## src/rtl/cdr_loop_filter.sv

```systemverilog
module cdr_loop_filter #(
  parameter int CODE_W      = 6,
  parameter int FRAC_W      = 8,
  parameter int LOG2M       = 5,
  parameter int FSAT_STEPS  = 8
) (
  input  logic              clk,
  input  logic              rst_n,
  input  logic              vote_vld,
  input  logic [3:0]        vote_sm,
  output logic [CODE_W-1:0] phase_code
);
  localparam int PH_W   = CODE_W + FRAC_W;
  localparam int FR_W   = FRAC_W + 5;
  localparam int W      = PH_W + 2;
  localparam int INT_SH = FRAC_W - 1 - LOG2M;
  localparam int INT_I  = 1 << INT_SH;
  localparam int PROP_I = ((1 << LOG2M) - 1) << INT_SH;
  localparam int FSAT_I = FSAT_STEPS << FRAC_W;
  localparam logic signed [W-1:0] INT_C    = W'(INT_I);
  localparam logic signed [W-1:0] PROP_C   = W'(PROP_I);
  localparam logic signed [W-1:0] FSAT_P   = W'(FSAT_I);
  localparam logic signed [W-1:0] FSAT_N   = -W'(FSAT_I);
  localparam logic signed [W-1:0] STEP_MAX = W'(4 * INT_I);

  logic [PH_W-1:0]        ph;
  logic [FR_W-1:0]        freq;
  logic [2:0]             mag;
  logic signed [3:0]      vote_s;
  logic signed [W-1:0]    vote_w, freq_ext, fr_sum, fr_sat, inc, prop;
  logic [PH_W-1:0]        ph_nx;

  assign mag      = (vote_sm[2:0] > 3'd4) ? 3'd4 : vote_sm[2:0];
  assign vote_s   = vote_sm[3] ? -$signed({1'b0, mag}) : $signed({1'b0, mag});
  assign vote_w   = {{(W-4){vote_s[3]}}, vote_s};
  assign freq_ext = {{(W-FR_W){freq[FR_W-1]}}, freq};
  assign inc      = vote_w * INT_C;
  assign prop     = vote_w * PROP_C;
  assign fr_sum   = freq_ext + inc;

  always_comb begin
    if (fr_sum > FSAT_P)      fr_sat = FSAT_P;
    else if (fr_sum < FSAT_N) fr_sat = FSAT_N;
    else                      fr_sat = fr_sum;
  end

  assign ph_nx = ph + fr_sat[PH_W-1:0] + prop[PH_W-1:0];

  always_ff @(posedge clk) begin
    if (!rst_n) begin
      ph   <= '0;
      freq <= '0;
    end else if (vote_vld) begin
      ph   <= ph_nx;
      freq <= fr_sat[FR_W-1:0];
    end
  end

  assign phase_code = ph[PH_W-1 -: CODE_W];


  code_hold_chk: assert property (@(posedge clk) disable iff (!rst_n)
    !vote_vld |=> $stable(phase_code));

  freq_hold_chk: assert property (@(posedge clk) disable iff (!rst_n)
    !vote_vld |=> $stable(freq));

  freq_bound_chk: assert property (@(posedge clk) disable iff (!rst_n)
    (freq_ext <= FSAT_P) && (freq_ext >= FSAT_N));

  freq_step_chk: assert property (@(posedge clk) disable iff (!rst_n)
    vote_vld |=> ((freq_ext - $past(freq_ext)) <= STEP_MAX) &&
                 ((freq_ext - $past(freq_ext)) >= -STEP_MAX));
endmodule

```

## config.mk

```make
export PLATFORM = sky130hd
export DESIGN_NAME = cdr_loop_filter
export DESIGN_NICKNAME = d
export VERILOG_FILES = /design/src/rtl/cdr_loop_filter.sv
export SDC_FILE = /design/constraint.sdc
export NUM_CORES = 1
export LEC_CHECK = 0
export BUFFER_PORTS_ARGS = -buffer_cell sky130_fd_sc_hd__buf_2
export CORE_MARGIN = 10
export CORE_UTILIZATION = 25
export DETAILED_ROUTE_END_ITERATION = 10
export PLACE_DENSITY_LB_ADDON = 0.12
export SYNTH_ARGS = -nofsm -noshare
export SYNTH_HDL_FRONTEND = slang
export SYNTH_SLANG_ARGS = --single-unit
```

## constraint.sdc

```tcl
create_clock -name clk -period 5.5 [get_ports clk]
set_input_delay 0.275 -clock clk [delete_from_list [all_inputs] [get_ports clk]]
set_output_delay 0.275 -clock clk [all_outputs]
set_load 0.03 [all_outputs]
```

==> run_results.csv <==
group,metric,value,unit
min_path,hold_class,"flop to flop",
logic_synthesis,ys_types,55,
run,drv_cap,0,
global_route,grt_max_degree,34,
timing,rsz0062_at_grt,"false",
critical_path,cp-end-kind,"flop",
global_route,top_usage_layer,"met2",
floorplanning,die-height,127,um
clock_tree,path_clk_slew,0.07,ns
floorplanning,dieArea,16100,um^2
global_route,grt_use_met2,0.136,
finish,multi_input_area,2160,um^2
floorplanning,fp-row-count,38,
floorplanning,initial_core_util,0.259,
floorplanning,pin_count,13,
timing,setup_viol,0,
floorplanning,core_area,11000,um^2
logic_synthesis,ys_seq_area_frac,0.190,
power_and_ir_drop,total_power,0.00132,W
finish,finish.utilization,0.314,
route,wirelength,6.98,mm
finish,layout_common_cells,"43 x buf_4, 36 x ha_1, 28 x inv_1",
finish,drive_gt1_frac,0.215,
logic_synthesis,syn_avg_cell_area,8.82,um^2
clock_tree,htree_levels,1,
logic_synthesis,synthArstFlopShare,0,
global_route,grt_use_met3,0.0125,
timing,tightest_slew,0.638,ns
timing,worst_hold_slack,0.485,ns
placement,gp_congestion,0.792,
global_route,overflow,0,
timing,post-route-period-util,0.941,
global_route,grtUsageMet1,0.121,
timing,fin_skew,0.00525,ns
route,drc,0,
floorplanning,die_w,127,um
logic_synthesis,synth_nets,381,
power_and_ir_drop,p_leak,1.69,nW
finish,final_common_cell,"buf_4",
finish,num_antenna_cells,0,
route,drtAntennaViolNets,0,
critical_path,worst-setup-path-type,"input pin to flop",
logic_synthesis,synth.cell_area,2850,um^2
finish,area_delta_synth_final,21.1,%
critical_path,r2r_start,"freq[2]$_SDFFE_PN0P_",
critical_path,required,5.66,ns
finish,stdcell_area,3450,um^2
global_route,grt_util_all_layers,0.0866,
logic_synthesis,synth-edff-count,0,
logic_synthesis,synthFlopType,"dfxtp_1",
logic_synthesis,yosys_warnings,0,
placement,dpl_cell_area,3320,um^2
global_route,grt_first_pass_wirelength,11.6,mm
clock_tree,cts-hold-fix-buffers,0,
route,viasPerCell,4.52,
clock_tree,clock-sinks,27,
timing,relSlewSlack,0.575,
placement,portBuffers,12,
global_route,antenna_found_initial,0,
clock_tree,cts_tree,"built",
min_path,min_from,"ph[13]$_SDFFE_PN0P_",
finish,seqCellArea,541,um^2
route,avgRoutedWirePerCell,13.7,um
placement,dp.final_hpwl,5.74,mm
critical_path,cp-start-kind,"input pin",
critical_path,cp-startpoint,"vote_sm[1]",
route,drt-initial-drc-count,77,
critical_path,crit_fanout,4,
timing,hold_violations,0,
timing,period_needed,5.18,ns
route,dr.pass1.iters,4,
clock_tree,cts_buffer_depth,2,
finish,num-fill-cells,1159,
logic_synthesis,synth-seq-cells,27,
finish,nets,427,
logic_synthesis,syn_inst,323,
clock_tree,worst_skew_pair.late_latency,0.27,ns
clock_tree,cts_made_buffers,3,
critical_path,arrival,5.33,ns
timing,finalMaxSlewViolations,0,
power_and_ir_drop,power_density,383,nW/um^2
run_status,status,"completed",
global_route,grt_pass1_vias,2316,
route,via_count,2296,
power_and_ir_drop,ir_drop,0.189,mV
clock_tree,cts_root_buf,"clkbuf_16",
timing,fmax,193,MHz
[cell type report]
cell class,count,area share
Clock buffer,3,0.0218
Tap cell,140,0.0508
Sequential cell,27,0.157
Inverter,30,0.0326
Clock inverter,1,0.00145
Multi-Input combinational cell,252,0.626
Timing Repair Buffer,55,0.111
[flip-flops by register name, summed over array words and instances (netlist names)]
register	flops
ph	14
freq	13
[worst paths after layout]
kind | end | slack [ns] | cells past startpoint
max | ph[13]$_SDFFE_PN0P_ | 0.32 | 26
min | ph[13]$_SDFFE_PN0P_ | 0.49 | 2
max reg2reg | ph[13]$_SDFFE_PN0P_ | 0.40 | 23
min reg2reg | ph[13]$_SDFFE_PN0P_ | 0.49 | 2
[cell usage after synthesis, types with 8 or more instances]
cell	number	area [um^2]
nor2_1	18	67.6
inv_1	29	109
xnor2_1	15	131
nor3_1	9	45.0
dfxtp_1	27	541
fa_1	15	300
xor2_1	10	87.6
nor2b_1	18	113
a21oi_1	8	40.0
ha_1	36	450
mux2i_1	12	120
nand2_1	20	75.1
o21ai_0	11	55.1
[cell families after synthesis]
| logic type | count (synthesis) | synth area share |
|---|---|---|
| flops | 27 | 0.190 |
| simple gates | 101 | 0.188 |
| mux | 12 | 0.0422 |
| fa+ha+maj | 51 | 0.264 |
| compound gates | 62 | 0.166 |
| buf+inv | 44 | 0.0685 |
| xor+xnor | 26 | 0.0826 |
[worst max-delay path: stages]
cell     delay [ns]
buf_2          0.11
or2_2          0.32
a21o_1         0.20
buf_4          0.14
inv_1          0.05
ha_1           0.15
inv_1          0.06
ha_1           0.30
inv_1          0.06
fa_1           0.50
inv_1          0.04
ha_1           0.20
a21o_1         0.18
a22o_1         0.21
a221o_1        0.29
nand2_1        0.09
xnor2_1        0.21
fa_1           0.49
ha_1           0.35
nand3_1        0.10
nand2_1        0.05
a41o_1         0.22
o41a_1         0.34
xnor2_1        0.16
nand2_1        0.08
mux2i_1        0.15
[stage by stage]
stage	std cells	setup TNS (ns)	worst slack (ns)
floorplan	323	0	0.0330
detailed placement	504	-0.151	-0.0875
CTS	508	0	0.156
global route	508	0	0.0275
finish	508	0	0.324
global placement	504	-0.0647	-0.0452
[routing by layer]
metal  share of wire  wire [um]  vias to the layer above
met3           0.024        167                        4
li1                -          -                     1203
met2            0.45       3110                       18
met5               0          0                        -
met1            0.52       3650                     1071
met4          0.0073         51                        0
[report_power, final]
group,internal (W),switching [W],total (W)
Combinational,0.000434,0.000456,0.000891
Clock,0.0000984,0.0000753,0.000174
Sequential,0.000232,0.0000265,0.000258
Total,0.000765,0.000558,0.00132
[repair_timing]
action                                  in CTS  in global routing
hold endpoints to repair                     0                  0
gates resized for setup                      0                  8
buffers inserted                             0                  0
endpoints found under the setup margin       0                  4
Power figures use the tool's default switching activity.
